[config.mk]
export PLATFORM = sky130hd
export DESIGN_NAME = uart_hostregs
export DESIGN_NICKNAME = d
export VERILOG_FILES = /design/src/rtl/uart_hostregs_pkg.sv /design/src/rtl/uart_hostregs_ctrl.sv /design/src/rtl/uart_hostregs_dpath.sv /design/src/rtl/uart_hostregs.sv
export SDC_FILE = /design/constraint.sdc
export NUM_CORES = 1
export LEC_CHECK = 0
export BUFFER_PORTS_ARGS = -buffer_cell sky130_fd_sc_hd__buf_2
export CORE_MARGIN = 2
export CORE_UTILIZATION = 45
export DETAILED_ROUTE_END_ITERATION = 6
export HOLD_SLACK_MARGIN = 0.15
export PLACE_DENSITY = 0.85
export SYNTH_ARGS = -nofsm -noshare
export SYNTH_HDL_FRONTEND = slang
export SYNTH_HIERARCHICAL = 1
export SYNTH_SLANG_ARGS = --single-unit
[constraint.sdc]
create_clock -name clk -period 6.6 [get_ports clk]
set_clock_uncertainty 0.2 [all_clocks]
set_input_delay 0.99 -clock clk [delete_from_list [all_inputs] [get_ports clk]]
set_output_delay 0.99 -clock clk [all_outputs]
set_load 0.05 [all_outputs]
[src/rtl/uart_hostregs_pkg.sv]
package uart_hostregs_pkg;
  localparam int ADDR_W    = 3;
  localparam int DATA_W    = 8;
  localparam int DIV_BYTES = 2;
  localparam int DIV_W     = DIV_BYTES * DATA_W;
  localparam int TRIG_W    = 5;
  localparam int BANK_BIT  = DATA_W - 1;

  localparam logic [ADDR_W-1:0] OFS_DATA  = 3'd0;
  localparam logic [ADDR_W-1:0] OFS_IE    = 3'd1;
  localparam logic [ADDR_W-1:0] OFS_IDENT = 3'd2;
  localparam logic [ADDR_W-1:0] OFS_LINE  = 3'd3;
  localparam logic [ADDR_W-1:0] OFS_MODEM = 3'd4;
  localparam logic [ADDR_W-1:0] OFS_LSTAT = 3'd5;
  localparam logic [ADDR_W-1:0] OFS_MSTAT = 3'd6;
  localparam logic [ADDR_W-1:0] OFS_SCR   = 3'd7;

  typedef enum logic [3:0] {
    RD_NONE, RD_RXBUF, RD_IE, RD_DIV0, RD_DIV1, RD_IDENT,
    RD_LINE, RD_MODEM, RD_LSTAT, RD_MSTAT, RD_SCRATCH
  } rdSel_e;

  typedef struct packed {
    logic                 wrIe;
    logic [DIV_BYTES-1:0] wrDiv;
    logic                 wrFifoCtl;
    logic                 wrLine;
    logic                 wrModem;
    logic                 wrScratch;
    logic                 push;
    logic                 pop;
    rdSel_e               rdSel;
  } hostStrobes_t;
endpackage

[src/rtl/uart_hostregs_ctrl.sv]
module uart_hostregs_ctrl
  import uart_hostregs_pkg::*;
(
  input  logic              csel,
  input  logic              rdStb,
  input  logic              wrStb,
  input  logic [ADDR_W-1:0] addr,
  input  logic              bankSel,
  output hostStrobes_t      stb
);
  logic rdAcc;
  logic wrAcc;

  assign rdAcc = csel & rdStb;
  assign wrAcc = csel & wrStb;

  always_comb begin
    stb       = '0;
    stb.rdSel = RD_NONE;
    unique case (addr)
      OFS_DATA: begin
        if (bankSel) begin
          stb.wrDiv[0] = wrAcc;
          if (rdAcc) stb.rdSel = RD_DIV0;
        end else begin
          stb.push = wrAcc;
          stb.pop  = rdAcc;
          if (rdAcc) stb.rdSel = RD_RXBUF;
        end
      end
      OFS_IE: begin
        if (bankSel) begin
          stb.wrDiv[1] = wrAcc;
          if (rdAcc) stb.rdSel = RD_DIV1;
        end else begin
          stb.wrIe = wrAcc;
          if (rdAcc) stb.rdSel = RD_IE;
        end
      end
      OFS_IDENT: begin
        stb.wrFifoCtl = wrAcc;
        if (rdAcc) stb.rdSel = RD_IDENT;
      end
      OFS_LINE: begin
        stb.wrLine = wrAcc;
        if (rdAcc) stb.rdSel = RD_LINE;
      end
      OFS_MODEM: begin
        stb.wrModem = wrAcc;
        if (rdAcc) stb.rdSel = RD_MODEM;
      end
      OFS_LSTAT: if (rdAcc) stb.rdSel = RD_LSTAT;
      OFS_MSTAT: if (rdAcc) stb.rdSel = RD_MSTAT;
      OFS_SCR: begin
        stb.wrScratch = wrAcc;
        if (rdAcc) stb.rdSel = RD_SCRATCH;
      end
      default: stb.rdSel = RD_NONE;
    endcase
  end
endmodule

[src/rtl/uart_hostregs_dpath.sv]
module uart_hostregs_dpath
  import uart_hostregs_pkg::*;
(
  input  logic              clk,
  input  logic              rstN,
  input  hostStrobes_t      stb,
  input  logic [DATA_W-1:0] wrData,
  input  logic [DATA_W-1:0] rxData,
  input  logic [DATA_W-1:0] lineStatus,
  input  logic [DATA_W-1:0] modemStatus,
  input  logic [DATA_W-1:0] intIdent,
  output logic [DATA_W-1:0] rdData,
  output logic              rxFifoClr,
  output logic              txFifoClr,
  output logic              fifoEn,
  output logic [TRIG_W-1:0] rxTrigBytes,
  output logic [DIV_W-1:0]  divisorOut,
  output logic [DATA_W-1:0] lineCfg,
  output logic [DATA_W-1:0] intEnable,
  output logic [DATA_W-1:0] modemCtl
);
  logic [DATA_W-1:0] scratch;
  logic [1:0]        trigCode;
  logic [DATA_W-1:0] identRead;

  function automatic logic [TRIG_W-1:0] trigToBytes(input logic [1:0] code);
    unique case (code)
      2'd0:    trigToBytes = TRIG_W'(1);
      2'd1:    trigToBytes = TRIG_W'(4);
      2'd2:    trigToBytes = TRIG_W'(8);
      default: trigToBytes = TRIG_W'(14);
    endcase
  endfunction

  function automatic logic [DATA_W-1:0] nextByte(input logic we, input logic [DATA_W-1:0] cur,
                                                 input logic [DATA_W-1:0] din);
    nextByte = we ? din : cur;
  endfunction

  genvar gi;
  generate
    for (gi = 0; gi < DIV_BYTES; gi++) begin : g_divByte
      always_ff @(posedge clk or negedge rstN) begin
        if (!rstN) divisorOut[gi*DATA_W +: DATA_W] <= '0;
        else divisorOut[gi*DATA_W +: DATA_W] <=
               nextByte(stb.wrDiv[gi], divisorOut[gi*DATA_W +: DATA_W], wrData);
      end
    end
  endgenerate

  always_ff @(posedge clk or negedge rstN) begin
    if (!rstN) begin
      intEnable <= '0;
      lineCfg   <= '0;
      modemCtl  <= '0;
      scratch   <= '0;
      fifoEn    <= 1'b0;
      trigCode  <= 2'd0;
    end else begin
      intEnable <= nextByte(stb.wrIe, intEnable, wrData);
      lineCfg   <= nextByte(stb.wrLine, lineCfg, wrData);
      modemCtl  <= nextByte(stb.wrModem, modemCtl, wrData);
      scratch   <= nextByte(stb.wrScratch, scratch, wrData);
      if (stb.wrFifoCtl) begin
        fifoEn   <= wrData[0];
        trigCode <= wrData[DATA_W-1 -: 2];
      end
    end
  end

  assign rxTrigBytes = trigToBytes(trigCode);
  assign rxFifoClr   = stb.wrFifoCtl & wrData[1];
  assign txFifoClr   = stb.wrFifoCtl & wrData[2];
  assign identRead   = {{2{fifoEn}}, intIdent[DATA_W-3:0]};

  always_comb begin
    unique case (stb.rdSel)
      RD_RXBUF:   rdData = rxData;
      RD_IE:      rdData = intEnable;
      RD_DIV0:    rdData = divisorOut[0 +: DATA_W];
      RD_DIV1:    rdData = divisorOut[DATA_W +: DATA_W];
      RD_IDENT:   rdData = identRead;
      RD_LINE:    rdData = lineCfg;
      RD_MODEM:   rdData = modemCtl;
      RD_LSTAT:   rdData = lineStatus;
      RD_MSTAT:   rdData = modemStatus;
      RD_SCRATCH: rdData = scratch;
      default:    rdData = '0;
    endcase
  end
endmodule

[src/rtl/uart_hostregs.sv]
module uart_hostregs
  import uart_hostregs_pkg::*;
(
  input  logic              clk,
  input  logic              rstN,
  input  logic              csel,
  input  logic              rdStb,
  input  logic              wrStb,
  input  logic [ADDR_W-1:0] addr,
  input  logic [DATA_W-1:0] wrData,
  output logic [DATA_W-1:0] rdData,
  input  logic [DATA_W-1:0] rxData,
  input  logic [DATA_W-1:0] lineStatus,
  input  logic [DATA_W-1:0] modemStatus,
  input  logic [DATA_W-1:0] intIdent,
  output logic              txPush,
  output logic              rxPop,
  output logic              rxFifoClr,
  output logic              txFifoClr,
  output logic              fifoEn,
  output logic [TRIG_W-1:0] rxTrigBytes,
  output logic [DIV_W-1:0]  divisorOut,
  output logic [1:0]        wordLen,
  output logic              stopBits,
  output logic [2:0]        parityCfg,
  output logic [DATA_W-1:0] intEnableOut,
  output logic [DATA_W-1:0] modemCtlOut
);
  hostStrobes_t      stb;
  logic [DATA_W-1:0] lineCfg;

  uart_hostregs_ctrl ctrl_i (
    .csel    (csel),
    .rdStb   (rdStb),
    .wrStb   (wrStb),
    .addr    (addr),
    .bankSel (lineCfg[BANK_BIT]),
    .stb     (stb)
  );

  uart_hostregs_dpath dpath_i (
    .clk         (clk),
    .rstN        (rstN),
    .stb         (stb),
    .wrData      (wrData),
    .rxData      (rxData),
    .lineStatus  (lineStatus),
    .modemStatus (modemStatus),
    .intIdent    (intIdent),
    .rdData      (rdData),
    .rxFifoClr   (rxFifoClr),
    .txFifoClr   (txFifoClr),
    .fifoEn      (fifoEn),
    .rxTrigBytes (rxTrigBytes),
    .divisorOut  (divisorOut),
    .lineCfg     (lineCfg),
    .intEnable   (intEnableOut),
    .modemCtl    (modemCtlOut)
  );

  assign txPush    = stb.push;
  assign rxPop     = stb.pop;
  assign wordLen   = lineCfg[1:0];
  assign stopBits  = lineCfg[2];
  assign parityCfg = lineCfg[5:3];
endmodule

After elaboration in Yosys (flattened, before gate mapping)
Cells that the tools add are included.

Flip-flop bits (word level): 51. Input port bits: 48. Output and inout bits: 56. Logic and storage cells: 58.

Eq/ne operators: 19. Multiplexer cells: 25. Bitwise logic cells: 4. Reductions and logical operators: 2.

Operators with widths (count): $pmux W8 S10 (1); $pmux W4 S8 (1); $mux W4 (5); $eq A4 B3 Y1 const B (4); $eq A3 B3 Y1 const B (4); $eq A4 B4 Y1 const B (3); $mux W3 (4); $pmux W4 S3 (1); $mux W2 (5); $eq A4 B2 Y1 const B (2); $mux W1 (8); $eq A3 B2 Y1 const B (2); $and A1 B1 Y1 (4); $eq A4 B1 Y1 const B (1); $eq A3 B1 Y1 const B (1); $logic_not A3 Y1 (1); $eq A2 B1 Y1 const B (1); $eq A2 B2 Y1 const B (1); $logic_not A2 Y1 (1).

Logic depth before layout (Yosys ltp)
Gate-level depths: netlist (run 1).

Depth in word-level cells: 6. Mapped depth: 8.

Cells and area by module
The synthesis (run 1) kept the hierarchy.

Modules (own cells, without submodules): uart_hostregs_dpath (times used 1, cells each 218, area an instance 2665.1 sq um, sequential area each 1276.2 sq um); uart_hostregs_ctrl (times used 1, cells each 25, area an instance 182.7 sq um, sequential area each 0.0 sq um).

Worst setup path before layout (run 1)
Ideal clock, no wire load.

Kind: input -> output. Start: input port addr[0]. End: output port rdData[6]. Data arrival time: 3.288 ns. Setup slack: 2.122 ns. Stages: 7. Cell sequence: o21ai_0 -> nor3b_1 -> nor2b_1 -> buf_2 -> a22oi_1 -> o22a_1 -> o21ai_0.

RTL lines: start, declared (line uart_hostregs.sv:9) `input logic [ADDR_W-1:0] addr,`; end, declared (line uart_hostregs.sv:11) `output logic [DATA_W-1:0] rdData,`.

==> qor.txt, run 1 <==
Outcome - finished, final reports clean
All-Layer GR Usage - 0.229
Yosys cell types - 44
Power density cells - 318 nW/um^2
Share of cells above drive strength 1 - 0.529
Final setup vio count - 0
Max-slew violations - 0
Minimum period implied by the final worst setup slack - 4850 ps
Drt via density - 5.75
CTS tree - yes
Final Total Pwr - 1.11 mW
Synth top area share - 0.448
Worst Path Arrival - 3660 ps
Leading area contributor after synthesis - dfrtp_1
Synth warn - 6
Total grt overflow - 0
DPL Wire Length - 5840 um
HP Class - flip-flop to flip-flop
Net Count, Synth - 291
Setup CP Type - input pin to output port
Post-synthesis sequential area ratio - 0.448
Reg2Reg Depth - 4
Final period util - 0.735
EDFF count, synth - 0
# DRC - 0
Core Footprint - 6030 um^2
Worst-Margin Slew - 1160 ps
Post_cts resized - 0
Clk_lat worst skew - 300 ps
Post-DRT Antenna Nets - 0
Root buffer cell - clkbuf_8
FFs w/ async S/R, synth - 1.00
Peak Freq - 206 MHz
Global-route wire length before repair - 12800 um
Clock transition at the registers of the reported paths - 90 ps
Kind of end point of the critical path - output port
Slew HR - 0.228
Cts bufs inserted - 5
Post-synth top cells - mux2_2, dfrtp_1, mux2i_1, nand2_1
RR Startpoint - dpath_i/lineCfg[7]
Register bit total from synthesis - 51
Cell area after synthesis - 2850 um^2
Post-Syn Instances - 243
Total leakage power - 1.69 nW
Syn Area/Cell - 11.7 um^2
Via count - 2385
Row count - 28
Crit path from - addr[0]
Clk sink count - 51
Most used flip-flop cell after synthesis - dfrtp_1
RR Endpoint - dpath_i/divisorOut[9]
CTS Buffer Depth - 2
Pre-CTS WS - 1780 ps
Post-CTS Repair Setup Buffers - 0
RSZ-0062 raised after global routing - no
Die Footprint - 6980 um^2
WL per Instance - 19.2 um
Initial antenna violation count - 0
Reg2Reg Setup Slack - 4740 ps
Worst path required time - 5410 ps
Vias in the first global route - 2445
Drt first pass iters - 4
Starting Density - 0.473
Peak supply drop - 0.175 mV
Port bufs - 100
Hold Buf Count CTS - 0
Hold Vio Cnt, Final - 0
Setup TNS - 0 ps
# diodes - 0
# IOs - 104
Dominant cells by area after synthesis - dfrtp_1, mux2_2, mux2i_1
Final Wtd Congestion - 0.803
Worst setup margin - 1750 ps
Largest net degree at the start of global routing - 52
Area Growth Syn to Fin - 23.0%
Most common cell in the netlist - mux2_2
Worst setup SP type - input pin
H-tree depth - 2
HP Start - dpath_i/scratch[0]
Die Y - 83.6 um
Die width - 83.6 um
Max-cap violations - 0
Starting DRC count in detailed routing - 236
Final #Nets - 387
Hold Path Sink - dpath_i/scratch[0]
Total Wirelength - 7950 um
Crit-path max FO - 14
Hold path cells - 1
==> cells in the final DEF, fill, tap and decap left out, types with 5 or more instances in the layout <==
cell type	netlist	routed
nor2_1	7	7
o21ai_0	5	5
buf_2	5	100
mux2_2	56	56
buf_4	3	8
a22oi_1	9	9
nor2b_1	6	6
clkbuf_8	0	6
nand2_1	11	11
nand3_1	7	7
dfrtp_1	51	51
mux2i_1	11	10
==> report_power, final <==
part	total (mW)	switching [mW]	internal (mW)	leakage, nW
Clock	0.189	0.103	0.0862	0.0484
Combinational	0.483	0.343	0.140	0.998
Sequential	0.441	0.0553	0.385	0.640
Total	1.11	0.501	0.612	1.69
==> per-stage QoR <==
step | cells | hold slack [ps] | utilization | cell area, um^2
after global routing | 415 | 341 | 0.581 | 3500
after detailed placement | 407 | 298 | 0.565 | 3410
after global placement | 407 | 283 | 0.565 | 3410
final | 415 | 320 | 0.581 | 3500
after floorplan | 243 | 275 | - | 2850
after CTS | 415 | 321 | 0.581 | 3500
==> critical path: stages <==
cell and delay [ps]:
buf_2 150, o21ai_0 220, nor3b_2 830, buf_4 340
mux2_2 350, nand2_1 80, a311oi_1 110, a211o_1 360
buf_2 220
==> logic make-up after synthesis <==
group / after synthesis / share of synthesized area
buffers and inverters: 23 / 0.0417
and+or+nand+nor: 54 / 0.116
other: 1 / 0.00132
muxes: 69 / 0.276
DFF: 51 / 0.448
AOI/OAI and AO/OA: 45 / 0.117
==> how the worst max path moves through the flow <==
| stage | cells past startpoint | to |
|---|---|---|
| 5_1_grt | 9 | rdData[7] |
| 3_3_place_gp | 9 | rdData[7] |
| 6_report | 9 | rdData[7] |
| 4_1_cts | 9 | rdData[7] |
| 3_5_place_dp | 9 | rdData[7] |
| 2_1_floorplan | 7 | rdData[6] |
==> sequential cells by signal (all words and copies together) (netlist names) <==
signal and cells:
dpath_i/fifoEn 1, dpath_i/intEnable 8, dpath_i/scratch 8, dpath_i/lineCfg 8, dpath_i/divisorOut 16, dpath_i/trigCode 2, dpath_i/modemCtl 8
==> metal layers <==
metal	track usage	up-vias	routed length (um)	share of wire
li1	-	1103	-	-
met1	0.322	1155	3370	0.42
met2	0.369	117	3860	0.49
met3	0.0455	10	654	0.082
met4	0.0543	0	73	0.0092
met5	0	-	0	0
==> layout make-up <==
cell class	count	area (um^2)
fillers	553	2520
multi-input cells	169	1460
flip-flops and latches	51	1280
repair buffers	108	561
well taps	75	93.8
clock buffers	7	86.3
inverters	4	15.0
clock inverters	1	8.76
Power figures use the tool's default switching activity.
==> inputs of run 2 (changes only) <==
--- a/config.mk
+++ b/config.mk
@@ -5,12 +5,13 @@
 export SDC_FILE = /design/constraint.sdc
 export NUM_CORES = 1
 export LEC_CHECK = 0
+export ABC_AREA = 1
 export BUFFER_PORTS_ARGS = -buffer_cell sky130_fd_sc_hd__buf_2
 export CORE_MARGIN = 2
 export CORE_UTILIZATION = 45
 export DETAILED_ROUTE_END_ITERATION = 6
 export HOLD_SLACK_MARGIN = 0.15
-export PLACE_DENSITY = 0.85
+export PLACE_DENSITY = 0.87
 export SYNTH_ARGS = -nofsm -noshare
 export SYNTH_HDL_FRONTEND = slang
 export SYNTH_HIERARCHICAL = 1
==> constraint.sdc (replaced) <==
create_clock -name clk -period 4.3 [get_ports clk]
set_clock_uncertainty 0.2 [all_clocks]
set_input_delay 0.645 -clock clk [delete_from_list [all_inputs] [get_ports clk]]
set_output_delay 0.645 -clock clk [all_outputs]
set_load 0.05 [all_outputs]
==> qor.txt, run 2 <==
All-Layer GR Usage - 0.234 (+0.00413)
Final #Nets - 486 (+26%)
Hold Buf Count CTS - 0 (unchanged)
Synth warn - 6 (unchanged)
Die width - 84.3 um (+0.94%)
Setup CP Type - input pin to output port
Register bit total from synthesis - 51 (unchanged)
Reg2Reg Depth - 4 (unchanged)
Minimum period implied by the final worst setup slack - 3560 ps
Worst-Margin Slew - 960 ps (-198 ps)
FFs w/ async S/R, synth - 1.00 (unchanged)
Reg2Reg Setup Slack - 2090 ps (-2650 ps)
CTS Buffer Depth - 2 (unchanged)
# DRC - 0 (unchanged)
Root buffer cell - clkbuf_8
Total grt overflow - 0 (unchanged)
Clk network pwr share - 0.198 (+0.028)
Setup TNS - 0 ps (unchanged)
WL per Instance - 16.2 um (-16%)
# IOs - 104 (unchanged)
Cell area after synthesis - 2900 um^2 (+2.0%)
Total leakage power - 1.93 nW (+15%)
Largest net degree at the start of global routing - 52 (unchanged)
Worst Path Arrival - 2720 ps (-940 ps)
Peak Freq - 281 MHz
Core Footprint - 6280 um^2 (+4.2%)
Slew HR - 0.358 (+0.130)
Worst path required time - 3450 ps (-1960 ps)
HP Class - input pin to asynchronous set/reset pin
Max-cap violations - 0 (unchanged)
Net Sw Frac - 0.442 (-0.00846)
DPL Wire Length - 6030 um (+3.3%)
Pre-CTS WS - 769 ps (-1010 ps)
Row count - 29 (+3.6%)
Kind of end point of the critical path - output port
Outcome - finished, final reports clean
Drt via density - 5.54 (-3.7%)
Final period util - 0.829
Post-synthesis sequential area ratio - 0.439 (-0.00869)
Post-synth top cells - nand3_1, nand2_1, dfrtp_1
Clk_lat worst skew - 290 ps (about the same)
Share of cells above drive strength 1 - 0.401 (-0.129)
Switching pwr - 0.759 mW (+51%)
Final setup vio count - 0 (unchanged)
Seq pwr share - 0.395 (about the same)
Area Growth Syn to Fin - 23.5%
Starting DRC count in detailed routing - 212 (-10%)
Final Wtd Congestion - 0.840 (+4.6%)
Fillers - 553 (unchanged)
# diodes - 0 (unchanged)
Post-DRT Antenna Nets - 0 (unchanged)
Die Footprint - 7110 um^2 (+1.9%)
Starting Density - 0.463 (-0.00996)
Clock transition at the registers of the reported paths - 90 ps (about the same)
Port bufs - 100 (unchanged)
Power density cells - 479 nW/um^2 (+51%)
Max-slew violations - 0 (unchanged)
Net Count, Synth - 387 (+33%)
Peak supply drop - 0.329 mV (+87%)
Via count - 2857 (+20%)
Cts bufs inserted - 5 (unchanged)
Reg with most FFs - dpath_i/divisorOut
Total Wirelength - 8360 um (+5.1%)
Most common cell in the netlist - nand3_1
RR Startpoint - dpath_i/lineCfg[7]
RSZ-0062 raised after global routing - no
Vias in the first global route - 2788 (+14%)
Crit-path max FO - 13 (-1)
Drt first pass iters - 4 (unchanged)
Post-CTS Repair Setup Buffers - 0 (unchanged)
Most common cell after layout, fill and taps aside - buf_2
Power share of the combinational group - 0.407 (-0.027)
Initial antenna violation count - 0 (unchanged)
Die Y - 84.3 um (+0.94%)
RR Endpoint - dpath_i/divisorOut[15]
Syn Area/Cell - 8.57 um^2 (-27%)
EDFF count, synth - 0 (unchanged)
H-tree depth - 2 (unchanged)
Worst setup margin - 737 ps (-1010 ps)
Yosys cell types - 21 (-52%)
Dominant cells by area after synthesis - dfrtp_1, mux2_2, nand3_1
Hold Vio Cnt, Final - 0 (unchanged)
Post-Syn Instances - 339 (+40%)
Global-route wire length before repair - 13300 um (+4.1%)
Clk sink count - 51 (unchanged)
Most used flip-flop cell after synthesis - dfrtp_1
Pint - 0.959 mW (+57%)
Leading area contributor after synthesis - dfrtp_1
Max reg flops - 16 (unchanged)
Most frequent cells in the layout - buf_2, nand3_1, nand2_1
Worst setup SP type - input pin
CTS tree - yes
Post_cts resized - 0 (unchanged)
Synth top area share - 0.439 (-0.00869)
run 2: cell types whose count changed in the layout (fill, tap and decap cells not counted), sizes merged, moves of 7 or more:
cell / change
nand3: +70
nand2: +53
nor2: +28
inv: +23
mux2: -11
mux2i: -11
a22oi: -9
o21ai: +7
run 2: cell families (layout without fill, tap and decap cells):
family	Yosys count	after routing	share of synthesized area
simple gates	184	184	0.290
buf+inv	45	145	0.0715
flops	51	51	0.439
compound gates	13	13	0.0233
mux	45	45	0.174
other cells	1	1	0.00129
run 2: layout make-up:
cell class,instances,area (um^2),share of cell area
clock buffers,6,82.6,0.0230
clock inverters,2,35.0,0.00977
inverters,27,101,0.0283
multi-input cells,243,1420,0.396
flip-flops and latches,51,1280,0.356
well taps,77,96.3,0.0269
repair buffers,110,576,0.160
run 2: metal layers:
metal | vias to the layer above | part of all wire | GRT usage
li1 | 1329 | - | -
met1 | 1387 | 0.41 | 0.304
met2 | 130 | 0.50 | 0.387
met3 | 11 | 0.074 | 0.0442
met4 | 0 | 0.013 | 0.0909
met5 | - | 0 | 0
run 2: per-stage QoR:
step	util	cell area, um^2	hold slack (ps)	instances	power (mW)
2_1_floorplan	-	2900	149	339	1.19
3_3_place_gp	0.553	3470	293	508	1.37
3_5_place_dp	0.553	3470	300	508	1.39
4_1_cts	0.571	3590	262	516	1.72
5_1_grt	0.571	3590	295	516	1.79
6_report	0.571	3590	248	516	1.72
run 2: power groups by stage:
stage               Clock (mW)  Combinational, mW  Sequential (mW)
global placement             0              0.687            0.679
finish                   0.340              0.699            0.679
CTS                      0.345              0.702            0.678
floorplan                    0              0.222            0.968
detailed placement           0              0.700            0.686
global route             0.366              0.732            0.690
run 2: worst max path at each step:
| stage | startpoint | to |
|---|---|---|
| global placement | csel | rdData[2] |
| finish | csel | rdData[4] |
| global route | csel | rdData[4] |
| floorplan | csel | rdData[3] |
| CTS | csel | rdData[4] |
| detailed placement | csel | rdData[3] |
run 2: worst max-delay path: stages:
cell and delay (ps):
buf_2 100, nand2_1 180, inv_1 120, nand4_1 100, nand3_2 160, nor2_2 500
buf_4 290, nand3_1 90, o21ai_1 110, inv_1 50, nand3_1 90, buf_2 270
